===== config.mk =====
export PLATFORM = sky130hd
export DESIGN_NAME = cfg_xlate_top
export DESIGN_NICKNAME = d
export VERILOG_FILES = /design/src/rtl/cfg_xlate_pkg.sv /design/src/rtl/cfg_addr_conv.sv /design/src/rtl/cfg_lane_map.sv /design/src/rtl/cfg_xlate_top.sv
export SDC_FILE = /design/constraint.sdc
export NUM_CORES = 1
export LEC_CHECK = 0
export ABC_CLOCK_PERIOD_IN_PS = 4250
export BUFFER_PORTS_ARGS = -buffer_cell sky130_fd_sc_hd__buf_2
export CAP_MARGIN = 20
export CORE_MARGIN = 3
export CORE_UTILIZATION = 35
export CTS_CLUSTER_SIZE = 14
export DETAILED_ROUTE_END_ITERATION = 8
export PLACE_DENSITY = 0.63
export SLEW_MARGIN = 20
export SYNTH_ARGS = -nofsm -noshare
export SYNTH_HDL_FRONTEND = slang
export SYNTH_SLANG_ARGS = --single-unit

===== constraint.sdc =====
create_clock -name clk -period 4.25 [get_ports clk]
set_input_delay 0.2125 -clock clk [delete_from_list [all_inputs] [get_ports clk]]
set_output_delay 0.2125 -clock clk [all_outputs]
set_load 0.005 [all_outputs]

===== src/rtl/cfg_xlate_pkg.sv =====
package cfg_xlate_pkg;
  localparam int DW       = 32;
  localparam int BE_W     = DW / 8;
  localparam int SLOT_LSB = 11;
  localparam int DEV_W    = $clog2(DW);
  localparam int LOW_KEEP = 3;

  typedef enum logic [1:0] {
    SZ_BYTE = 2'd0,
    SZ_HALF = 2'd1,
    SZ_WORD = 2'd2
  } acc_size_e;

  typedef enum logic [1:0] {
    ST_IDLE  = 2'd0,
    ST_ISSUE = 2'd1,
    ST_WAIT  = 2'd2
  } seq_st_e;

  typedef struct packed {
    logic                wr;
    logic [1:0]          size;
    logic [LOW_KEEP-1:0] off;
    logic [DW-1:0]       wdata;
  } acc_t;
endpackage


===== src/rtl/cfg_addr_conv.sv =====
module cfg_addr_conv
  import cfg_xlate_pkg::*;
(
  input  logic [DW-1:0]       idx,
  input  logic [LOW_KEEP-1:0] off,
  output logic [DW-1:0]       addr
);
  logic [DEV_W-1:0] dev;
  logic             found;

  // lowest set slot bit wins: scan from the top so the last hit is the lowest
  always_comb begin
    dev   = '1;
    found = 1'b0;
    for (int b = DW - 1; b >= SLOT_LSB; b--) begin
      if (idx[b]) begin
        dev   = DEV_W'(b);
        found = 1'b1;
      end
    end
  end

  always_comb begin
    addr = '0;
    if (idx[DW-1]) begin
      addr = {idx[DW-1:2], off[1:0]};
    end else if (idx[0]) begin
      addr = {idx[DW-1:3], off};
    end else begin
      addr[SLOT_LSB +: DEV_W]  = dev;
      addr[SLOT_LSB-1:3]       = idx[SLOT_LSB-1:3];
      addr[2:0]                = off;
      if (!found) begin
        addr[DW-1:SLOT_LSB] = '1;
      end
    end
  end
endmodule


===== src/rtl/cfg_lane_map.sv =====
module cfg_lane_map
  import cfg_xlate_pkg::*;
(
  input  logic [1:0]      size,
  input  logic [1:0]      off,
  input  logic [DW-1:0]   wdata_in,
  input  logic [DW-1:0]   rdata_in,
  output logic [BE_W-1:0] be,
  output logic [DW-1:0]   wdata_out,
  output logic [DW-1:0]   rdata_out
);
  logic [1:0]      lane;
  logic [BE_W-1:0] base;
  logic [DW-1:0]   keep;
  logic [4:0]      shamt;

  always_comb begin
    case (size)
      SZ_BYTE: begin lane = off;              base = 4'b0001; keep = 32'h0000_00FF; end
      SZ_HALF: begin lane = {off[1], 1'b0};   base = 4'b0011; keep = 32'h0000_FFFF; end
      default: begin lane = 2'b00;            base = 4'b1111; keep = 32'hFFFF_FFFF; end
    endcase
    shamt     = {lane, 3'b000};
    be        = base << lane;
    wdata_out = (wdata_in & keep) << shamt;
    rdata_out = (rdata_in >> shamt) & keep;
  end
endmodule


===== src/rtl/cfg_xlate_top.sv =====
module cfg_xlate_top
  import cfg_xlate_pkg::*;
#(
  parameter int WIN_AW = 12
) (
  input  logic              clk,
  input  logic              rst_n,
  input  logic              hst_valid,
  output logic              hst_ready,
  input  logic              hst_write,
  input  logic              hst_win,
  input  logic [WIN_AW-1:0] hst_off,
  input  logic [1:0]        hst_size,
  input  logic [31:0]       hst_wdata,
  output logic              rsp_valid,
  output logic [31:0]       rsp_rdata,
  output logic              cfg_req_valid,
  input  logic              cfg_req_ready,
  output logic              cfg_req_write,
  output logic [31:0]       cfg_req_addr,
  output logic [3:0]        cfg_req_be,
  output logic [1:0]        cfg_req_size,
  output logic [31:0]       cfg_req_wdata,
  input  logic              cfg_rsp_valid,
  input  logic [31:0]       cfg_rsp_rdata
);
  seq_st_e       st_q;
  acc_t          acc_q;
  logic [DW-1:0] idx_q;
  logic          rsp_valid_q;
  logic [DW-1:0] rsp_data_q;
  logic [DW-1:0] lane_rdata;
  logic          take;
  logic          unused_off;

  // offset bits above the low three only select inside the 4 KiB window
  assign unused_off = ^hst_off[WIN_AW-1:LOW_KEEP];

  assign hst_ready     = (st_q == ST_IDLE);
  assign take          = hst_valid && hst_ready;
  assign cfg_req_valid = (st_q == ST_ISSUE);
  assign cfg_req_write = acc_q.wr;
  assign cfg_req_size  = acc_q.size;
  assign rsp_valid     = rsp_valid_q;
  assign rsp_rdata     = rsp_data_q;

  cfg_addr_conv u_conv (
    .idx  (idx_q),
    .off  (acc_q.off),
    .addr (cfg_req_addr)
  );

  cfg_lane_map u_lane (
    .size      (acc_q.size),
    .off       (acc_q.off[1:0]),
    .wdata_in  (acc_q.wdata),
    .rdata_in  (cfg_rsp_rdata),
    .be        (cfg_req_be),
    .wdata_out (cfg_req_wdata),
    .rdata_out (lane_rdata)
  );

  always_ff @(posedge clk or negedge rst_n) begin
    if (!rst_n) begin
      st_q        <= ST_IDLE;
      acc_q       <= '0;
      idx_q       <= '0;
      rsp_valid_q <= 1'b0;
      rsp_data_q  <= '0;
    end else begin
      rsp_valid_q <= 1'b0;
      case (st_q)
        ST_IDLE: begin
          if (take) begin
            if (!hst_win) begin
              if (hst_write) begin
                idx_q <= hst_wdata;
              end else begin
                rsp_valid_q <= 1'b1;
                rsp_data_q  <= idx_q;
              end
            end else begin
              acc_q <= '{wr: hst_write, size: hst_size,
                         off: hst_off[LOW_KEEP-1:0], wdata: hst_wdata};
              st_q  <= ST_ISSUE;
            end
          end
        end
        ST_ISSUE: begin
          if (cfg_req_ready) st_q <= ST_WAIT;
        end
        ST_WAIT: begin
          if (cfg_rsp_valid) begin
            st_q <= ST_IDLE;
            if (!acc_q.wr) begin
              rsp_valid_q <= 1'b1;
              rsp_data_q  <= lane_rdata;
            end
          end
        end
        default: st_q <= ST_IDLE;
      endcase
    end
  end
endmodule


==> run summary, run 1 <==
Yosys top cell area share: 0.480
DRC: 0
Initial antenna violation count: 0
Post-CTS resize count: 0
Worst Hold Slack: 0.0875 ns
Final Skew: 0.00785 ns
Die Y: 131 um
Clk sinks: 105
Pre-CTS setup slack: 1.53 ns
Met3 usage: 0.0592
Startpoint Class: flop
Port bufs: 181
Placer congestion estimate: 0.888
ANT nets after route: 0
Setup violations, final: 0
Worst-Margin Slew: 1.04 ns
Initial Utilization: 0.359
Met1 Use GR: 0.309
R2r worst-path depth: 4
RSZ-0062 raised after global routing: no
Final min period: 3.10 ns
Worst r2r src: cfg_req_size[1]
Setup ws final: 1.15 ns
Largest cells by area after synthesis: dfrtp_1 48%, mux2_2 15%, nor2_1 4.0%
Reg clk slew, reported paths: 0.07 ns
Syn Std Cell Area: 5470 um^2
Synth Instances: 531
CORE AREA: 15,300 um^2
CP Cell Sequence: or4_1 > or4_4 > nor4_4 > a311o_1 > buf_2
Post-synth cell types: 42
Max transition margin: 0.310
Synth Area per Inst: 10.3 um^2
Worst setup path class: reg2out
Count leader, synth: dfrtp_1
GRT Overall Usage: 0.213
Seq/Total Area, Yosys: 0.480
Power Density: 686 nW/um^2
First-pass DRT Iterations: 5
Yosys warns: 0
Via count: 4,901
Initial detailed-routing violation count: 362
Maximum vdd drop: 0.246 mV
Drt wl/cell: 21.0 um
Finished Layout Cells: 897
Routed wire length: 18,800 um
#FFs+latches synth: 105
# H-tree levels: 3
Outcome: finished clean
First-pass GRT wire length: 27,200 um
Crit. End Element: output pin
TNS Setup: 0 ns
Yosys top cell by area: dfrtp_1
Top_reg_cell synth: dfrtp_1
Syn-to-layout area delta: 23.2%
Number of synthesized flops with an enable pin: 0
Total power: 4.63 mW
Tcrit/Tclk final: 0.729
FMAX: 323 MHz
Longest Clk Path Bufs: 2
CP required: 4.04 ns
GRT busiest layer: met2
Largest net degree at the start of global routing: 66
Inst Count DP: 880
Async SR Flop Fraction: 1.00
Post-cts hold buffer count: 1
CP Capture Point: cfg_req_addr[11]
CTS tree: yes
Critical path's slowest cell: nor4_4
Die X: 131 um
Vias per cell: 5.46
Gr ovfl total: 0
CP peak stage delay: 0.72 ns
Register-to-register setup slack: 1.67 ns
Max-slew violations: 0
Pleak: 3.19 nW
Worst R2R End: rsp_rdata[4]
Final Hold Fails: 0
CP startpoint: idx_q[27]
Vias in the first global route: 4,539
Synth top cells by count: 105 x dfrtp_1, 71 x mux2_2, 58 x nor2_1
Layout cells sized above 1: 0.430
MaxCap Viol Count: 0
Clock Tree Root: clkbuf_16
Die area: 17,200 um^2
Routing usage on met2: 0.316
CTS Buf Count: 9
Later-pin clock latency in the skew report: 0.36 ns
Num ports: 191
Rows: 45
Diodes inserted: 0
Final Net Count: 766
Critical path fanouts, max: 17
# fillers: 1,486
Post-synth net total: 616
Hpwl dp: 14,000 um
Worst Hold Class: in2reg
Worst EP arrival: 2.88 ns
Postcts setup bufs: 0
-- cells by family after synthesis --
group | after synthesis | synth area share
buf+inv | 55 | 0.0501
mux | 79 | 0.179
compound gates | 117 | 0.141
flops | 105 | 0.480
simple gates | 175 | 0.150
-- area by class of cell --
type | instances | area, um^2 | area share
Tap cell | 211 | 264 | 0.0391
Inverter | 4 | 15.0 | 0.00223
Multi-Input combinational cell | 371 | 2580 | 0.383
Sequential cell | 105 | 2630 | 0.389
Clock buffer | 10 | 229 | 0.0339
Timing Repair Buffer | 190 | 978 | 0.145
Clock inverter | 6 | 47.5 | 0.00705
-- worst min-delay path by stage --
stage                    end     startpoint  depth (start not counted)  slack, ns
2_1_floorplan       acc_q[0]          rst_n                          0      -0.08
6_report           acc_q[32]     hst_off[0]                          2       0.09
4_1_cts              st_q[1]  cfg_rsp_valid                          2       0.06
5_1_grt            acc_q[32]     hst_off[0]                          2       0.07
3_5_place_dp   rsp_rdata[24]          rst_n                          1       0.24
3_3_place_gp       rsp_valid          rst_n                          1       0.23
-- cells in the final DEF, fill, tap and decap left out, drive strengths merged, types with 2 or more instances in the layout --
cell type	Yosys	final
and2	9	9
nor2b	3	3
mux4	8	8
a31oi	25	25
dfrtp	105	105
clkbuf	30	10
a221oi	8	8
nand2b	5	5
a22oi	8	8
buf	21	189
or4	4	4
nand2	57	57
nor4	4	4
a21oi	17	17
or2	3	3
o31ai	3	3
nand3	18	18
nor2	58	58
inv	4	7
a22o	8	8
mux2	71	71
o21ai	25	25
a21o	18	18
clkinv	0	2
and3	9	9
-- worst max-delay path, delay by kind of cell, from the launching register on --
kind,cells,cell delay (ns)
compound gates,1,0.21
buf+inv,1,0.11
flops,1,0.47
simple gates,3,1.73
-- metrics by stage --
step                       util  area [um^2]
after global placement    0.423         6460
after detailed placement  0.423         6460
after CTS                 0.442         6750
after floorplan               -         5470
final                     0.442         6750
after global routing      0.442         6750
-- per-layer routing --
layer,vias up,part of all wire
met1,2405,0.45
met3,20,0.092
met4,0,0.016
met5,-,0
li1,2197,-
met2,279,0.44
-- flip-flops by register name, indices dropped and copies added, names as in the netlist --
name	count
cfg_req_write	1
cfg_req_size	2
st_q	2
acc_q	35
rsp_rdata	32
rsp_valid	1
idx_q	32
-- report_power, final --
part	total [mW]	internal, mW	switching, mW
clock network	0.800	0.404	0.395
registers	1.91	1.41	0.507
logic	1.91	0.963	0.950
(Power assumes the default switching activity.)
==> run 2, diff against run 1 <==
Settings changed: ABC_AREA from default to 1, ABC_CLOCK_PERIOD_IN_PS 4250 to 3030.
Clock period 4.25 ns to 3.03 ns, I/O delays scaled along.
==> run 2 against run 1 <==
Clock power rose by 51%. Critical path depth increased by 2. Via count up 9.3%. Register-to-register slack worse by 0.78 ns. Hold slack worse by 0.060 ns. Clock skew is 0.0024 ns higher. Non-clock buffer count up 5. Area after synthesis up 1.7%. Routed wire length fell by 1.1%. Synthesized cell count up 38%. Flip-flop and latch count unchanged. Worst setup slack got worse by 0.72 ns. Critical endpoint is now cfg_req_wdata[20]. Largest cell class unchanged. Largest power group is now combinational logic.
==> run summary, run 2 <==
Worst EP arrival: 2.45 ns (-0.43 ns)
FMAX: 384 MHz
#FFs+latches synth: 105 (unchanged)
Tcrit/Tclk final: 0.858
Placer congestion estimate: 0.913 (+2.8%)
First-pass DRT Iterations: 5 (unchanged)
Final min period: 2.60 ns
Initial antenna violation count: 0 (unchanged)
Met3 wire length: 1580 um (-8.9%)
Worst Hold Class: in2reg
# fillers: 1,621 (+9.1%)
Compound-cell area share of the yosys netlist: 0.198 (+0.0568)
Seq/Total Area, Yosys: 0.472 (-0.00788)
Layout cells sized above 1: 0.263 (-0.167)
CTS tree: yes
Die Y: 132 um (+0.79%)
Num ports: 191 (unchanged)
Clock Tree Root: clkbuf_16
Startpoint Class: flop
Synth Instances: 731 (+38%)
Max-slew violations: 0 (unchanged)
Outcome: finished clean
Vias in the first global route: 5,130 (+13%)
Post-Synth Simple-Gate Area: 0.213 (+0.0634)
Critical path fanouts, max: 21 (+4)
Longest Clk Path Bufs: 2 (unchanged)
Top_reg_cell synth: dfrtp_1
Highest routing layer actually used: met4
Post-synthesis mux area share: 0.00405 (-0.175)
RSZ-0062 raised after global routing: no
Yosys warns: 0 (unchanged)
Clk sinks: 105 (unchanged)
Yosys top cell area share: 0.472 (-0.00788)
Via count: 5,356 (+9.3%)
Syn Std Cell Area: 5570 um^2 (+1.7%)
Register-to-register setup slack: 0.89 ns (-0.78 ns)
Final Hold Fails: 0 (unchanged)
Final Skew: 0.0102 ns (+0.00238 ns)
Hpwl dp: 14,100 um (+1.0%)
Yosys top cell by area: dfrtp_1
# H-tree levels: 3 (unchanged)
Diodes inserted: 0 (unchanged)
Gr ovfl total: 0 (unchanged)
Pleak: 3.63 nW (+14%)
Most common cell after layout, fill and taps aside: nand2_1
Max reg flops: 35 (unchanged)
Drt wl/cell: 16.9 um (-19%)
Rows: 45 (unchanged)
DRC: 0 (unchanged)
Die X: 132 um (+0.79%)
CTS Buf Count: 9 (unchanged)
Post-synth cell types: 31 (-26%)
Xor and xnor area share after synthesis: 0 (unchanged)
Most frequent cells in the layout: 190 x nand2_1, 180 x buf_2, 113 x o21ai_0, 105 x dfrtp_1, 86 x inv_1
Count leader, synth: nand2_1
Syn-to-layout area delta: 23.5%
Post-synth net total: 816 (+32%)
Largest net degree at the start of global routing: 76 (+15%)
First-pass GRT wire length: 28,500 um (+4.6%)
ANT nets after route: 0 (unchanged)
R2r worst-path depth: 8 (+4)
GRT Overall Usage: 0.208 (-0.00516)
Later-pin clock latency in the skew report: 0.36 ns (about the same)
Largest cells by area after synthesis: dfrtp_1 47%, nand2_1 13%, o21ai_0 10%
Initial detailed-routing violation count: 556 (+54%)
Worst-Margin Slew: 0.697 ns (-0.338 ns)
Total power: 6.01 mW (+30%)
Async SR Flop Fraction: 1.00 (unchanged)
Synth top cells by count: 190 x nand2_1, 113 x o21ai_0, 105 x dfrtp_1
Largest reg by FF count: acc_q
Initial Utilization: 0.362 (+0.00331)
Routed wire length: 18,600 um (-1.1%)
Adder-Cell Fraction of Synth Area: 0 (unchanged)
Final Net Count: 970 (+27%)
Port bufs: 181 (unchanged)
MaxCap Viol Count: 0 (unchanged)
Synth Area per Inst: 7.61 um^2 (-26%)
Crit. End Element: output pin
CP required: 2.88 ns (-1.16 ns)
Main combinational cell family by area after synthesis: simple AND/OR/NAND/NOR gates
Routed met1 length: 8670 um (+2.6%)
Max transition margin: 0.535 (+0.225)
Hold path cells: 2 (unchanged)
Power Density: 874 nW/um^2 (+27%)
CORE AREA: 15,400 um^2 (+0.74%)
Reg clk slew, reported paths: 0.07 ns (about the same)
Post-CTS resize count: 0 (unchanged)
Number of synthesized flops with an enable pin: 0 (unchanged)
Worst setup path class: reg2out
TNS Setup: 0 ns (unchanged)
Setup violations, final: 0 (unchanged)
Maximum vdd drop: 0.491 mV (+100%)
Vias per cell: 4.86 (-11%)
Die area: 17,500 um^2 (+1.6%)
DR WL met2: 8090 um (-2.9%)
## run 2: cell count changes after synthesis, sizes merged, moves of 9 or more
cell | previous run | this run
and2 | 9 | 0
a21o | 18 | 0
and3 | 9 | 0
inv | 4 | 91
o21ai | 25 | 122
buf | 21 | 30
mux2 | 71 | 2
nand2 | 57 | 191
nor2 | 58 | 80
## run 2: logic make-up (layout without fill, tap and decap cells)
kind of cell / count (synthesis) / count (layout)
AND/OR/NAND/NOR: 288 / 288
AO/OA/AOI/OAI: 193 / 193
multiplexers: 2 / 2
flip-flops: 105 / 105
buffers and inverters: 143 / 302
## run 2: path summary, 6_finish.rpt
path,startpoint,to
max in group asynchronous,rst_n,rsp_rdata[23]
setup reg to reg,cfg_req_size[0],rsp_rdata[9]
setup / recovery,cfg_req_size[0],cfg_req_wdata[20]
hold reg to reg,acc_q[8],acc_q[8]
hold / removal,cfg_req_ready,st_q[0]
min in group asynchronous,rst_n,rsp_rdata[5]
## run 2: metal layers
layer  track usage  up-vias
li1              -     2650
met1         0.300     2437
met2         0.316      248
met3        0.0546       21
met4        0.0443        0
met5             0        -
## run 2: per-stage QoR
step | hold slack [ns] | utilization | area [um^2] | worst slack (ns) | instances
global route | 0.0219 | 0.447 | 6870 | 0.408 | 1101
detailed placement | 0.240 | 0.426 | 6550 | 0.939 | 1083
finish | 0.0272 | 0.447 | 6870 | 0.429 | 1101
CTS | 0.0185 | 0.447 | 6870 | 0.537 | 1101
global placement | 0.237 | 0.426 | 6550 | 0.958 | 1083
floorplan | -0.144 | - | 5570 | 1.48 | 731
## run 2: what timing repair did
action | CTS | global route
endpoints found under the hold margin | 52 | 0
hold buffers | 2 | 0
buffers inserted | 0 | 0
## run 2: power breakdown
part	internal [mW]	switching [mW]	total, mW
sequential	1.91	0.452	2.36
clock	0.655	0.557	1.21
combinational	1.00	1.43	2.43
total	3.57	2.44	6.01
## run 2: worst max-delay path, stage by stage (launching register included)
cell and delay [ns]:
dfrtp_1 0.53, nor2_8 0.08, inv_4 0.14, nor2_8 0.08, inv_2 0.34, nand2_2 0.33
o21ai_0 0.40, buf_2 0.18
## run 2: layout make-up
| class | instances | area, um^2 | area share |
|---|---|---|---|
| inverter | 91 | 344 | 0.0501 |
| timing repair buffer | 195 | 1020 | 0.148 |
| multi-input combinational | 483 | 2320 | 0.337 |
| clock inverter | 6 | 73.8 | 0.0107 |
| tap | 211 | 264 | 0.0384 |
| clock buffer | 10 | 229 | 0.0333 |
| sequential | 105 | 2630 | 0.382 |
==> run 3, diff against run 2 <==
Settings changed: ABC_AREA 1 to default.
==> run 3 against run 2 <==
Combinational power increased by 12%. Largest power group unchanged. Flip-flop and latch count unchanged. Clock-buffer cell count decreased by 1. Worst setup slack got worse by 0.22 ns. First-iteration DRC count decreased by 22%. Via count decreased by 8.5%. Clock power about the same. Critical path type unchanged. Cell count decreased by 18%. Non-clock buffer count unchanged. Clock skew decreased by 0.0013 ns. Register-to-register slack got worse by 0.25 ns.
==> run summary, run 3 (synthesis results as in run 1) <==
Outcome: finished clean
# H-tree levels: 3 (unchanged)
Routed wire length: 18,600 um (-0.11%)
Routed met1 length: 8360 um (-3.5%)
Total power: 6.59 mW (+9.7%)
Startpoint Class: flop
Highest routing layer actually used: met4
Vias in the first global route: 4,685 (-8.7%)
Register-to-register setup slack: 0.64 ns (-0.25 ns)
Die X: 131 um (-0.79%)
First-pass DRT Iterations: 5 (unchanged)
MaxCap Viol Count: 0 (unchanged)
Reg clk slew, reported paths: 0.07 ns (about the same)
Worst r2r src: cfg_req_size[1]
Worst-Margin Slew: 0.986 ns (+0.289 ns)
Comb power frac: 0.415 (+0.010)
Clock share of power: 0.185 (-0.017)
Hold path cells: 2 (unchanged)
Port bufs: 181 (unchanged)
Final Hold Fails: 0 (unchanged)
Clock Tree Root: clkbuf_16
Initial Utilization: 0.359 (-0.00331)
Finished Layout Cells: 902 (-18%)
Vias per cell: 5.43 (+12%)
CTS Buf Count: 9 (unchanged)
Power Density: 963 nW/um^2 (+10%)
Final Skew: 0.00890 ns (-0.00133 ns)
Initial detailed-routing violation count: 431 (-22%)
P_sw: 2.59 mW (+6.0%)
Hpwl dp: 14,200 um (+0.15%)
Initial antenna violation count: 0 (unchanged)
Worst Hold Class: in2reg
R2r worst-path depth: 5 (-3)
Longest Clk Path Bufs: 2 (unchanged)
Setup ws final: 0.206 ns (-0.223 ns)
Die area: 17,200 um^2 (-1.6%)
Later-pin clock latency in the skew report: 0.36 ns (about the same)
Gr ovfl total: 0 (unchanged)
Worst setup path class: reg2out
Die Y: 131 um (-0.79%)
FF/Latch Area: 2630 um^2 (unchanged)
# fillers: 1,493 (-7.9%)
Drt wl/cell: 20.6 um (+22%)
Postcts setup bufs: 0 (unchanged)
CTS tree: yes
Final Net Count: 771 (-21%)
ANT nets after route: 0 (unchanged)
Critical path fanouts, max: 21 (unchanged)
Layout cells sized above 1: 0.436 (+0.173)
Diodes inserted: 0 (unchanged)
Worst R2R End: rsp_rdata[8]
RSZ-0062 raised after global routing: no
Largest net degree at the start of global routing: 55 (-28%)
Worst hold endpoint: acc_q[32]
Pleak: 3.25 nW (-11%)
Multi-input logic area: 2580 um^2 (+12%)
Tcrit/Tclk final: 0.932 (+0.0734)
DRC: 0 (unchanged)
Crit. End Element: output pin
Most common cell after layout, fill and taps aside: buf_2
Hold path startpoint: hst_off[0]
Final min period: 2.82 ns (+0.223 ns)
Setup violations, final: 0 (unchanged)
Largest reg by FF count: acc_q
Worst EP arrival: 2.67 ns (+0.22 ns)
Max transition margin: 0.342 (-0.193)
DR WL met2: 8450 um (+4.5%)
Inst Count DP: 885 (-18%)
Pre-CTS setup slack: 0.653 ns (-0.286 ns)
Clk sinks: 105 (unchanged)
Num ports: 191 (unchanged)
Via count: 4,900 (-8.5%)
CORE AREA: 15,300 um^2 (-0.73%)
Placer congestion estimate: 0.920 (+0.77%)
Max-slew violations: 0 (unchanged)
FMAX: 354 MHz (-7.9%)
Post-CTS resize count: 0 (unchanged)
Met3 wire length: 1510 um (-4.2%)
Maximum vdd drop: 0.399 mV (-19%)
Syn-to-layout area delta: 25.0%
Rows: 45 (unchanged)
CP required: 2.88 ns (about the same)
First-pass GRT wire length: 27,400 um (-3.9%)
GRT Overall Usage: 0.213 (+0.00505)
Most frequent cells in the layout: 180 x buf_2, 105 x dfrtp_1, 71 x mux2_2, 58 x nor2_1, 57 x nand2_1
Pint: 4.00 mW (+12%)
Sequential power share: 0.400 (+0.007)
Switching share of power: 0.392 (-0.0138)
TNS Setup: 0 ns (unchanged)
Max reg flops: 35 (unchanged)
Worst Hold Slack: 0.0252 ns (-0.00195 ns)
==> run 3: cell count changes in the layout (fill, tap and decap cells not counted), sizes merged, moves of 8 or more <==
cell	before	now
o211ai	9	1
a221oi	0	8
and2	0	9
a21o	0	18
mux2	2	71
nor2	80	58
mux4	0	8
nand2	191	57
and3	0	9
o22ai	8	0
o21ai	122	25
a22o	0	8
inv	94	7
==> run 3: worst max path at each step <==
| stage | startpoint | end | slack (ns) | cells past startpoint |
|---|---|---|---|---|
| floorplan | idx_q[27] | cfg_req_addr[21] | 0.82 | 5 |
| global placement | cfg_req_size[1] | cfg_req_wdata[23] | 0.68 | 5 |
| detailed placement | cfg_req_size[1] | cfg_req_wdata[23] | 0.65 | 5 |
| CTS | cfg_req_size[1] | cfg_req_wdata[23] | 0.24 | 5 |
| global route | cfg_req_size[1] | cfg_req_wdata[23] | 0.11 | 5 |
| finish | cfg_req_size[1] | cfg_req_wdata[23] | 0.21 | 5 |
==> run 3: cell type report <==
cell class / instances / share of cell area
clock buffer: 9 / 0.0329
timing repair buffer: 195 / 0.152
tap: 211 / 0.0386
inverter: 4 / 0.00219
multi-input combinational: 371 / 0.378
sequential: 105 / 0.384
clock inverter: 7 / 0.0123
==> run 3: worst max-delay path, stage by stage, from the launching register on <==
cell	delay, ns
dfrtp_1	0.65
nor2b_1	0.22
buf_4	0.21
and2_0	0.79
a22o_1	0.30
buf_2	0.14
==> run 3: per-stage QoR <==
stage / util / instance area, um^2
floorplan: - / 5470
global placement: 0.427 / 6520
detailed placement: 0.427 / 6520
CTS: 0.448 / 6840
global route: 0.448 / 6840
finish: 0.448 / 6840
==> run 3: routing by layer <==
metal / vias to the layer above / track usage
met1: 2408 / 0.313
met3: 20 / 0.0515
met4: 0 / 0.0496
met5: - / 0
met2: 257 / 0.320
li1: 2215 / -
==> run 3: power groups by stage <==
| stage | Sequential, mW | Combinational (mW) | Clock [mW] |
|---|---|---|---|
| after floorplan | 2.38 | 1.70 | 0 |
| final | 2.64 | 2.73 | 1.22 |
| after global placement | 2.64 | 2.70 | 0 |
| after CTS | 2.63 | 2.76 | 1.24 |
| after global routing | 2.72 | 3.04 | 1.31 |
| after detailed placement | 2.66 | 2.74 | 0 |
==> run 3: timing repair <==
item,4_1_cts,5_1_grt
hold buffers,1,0
endpoints found under the hold margin,51,0
endpoints found under the setup margin,0,0
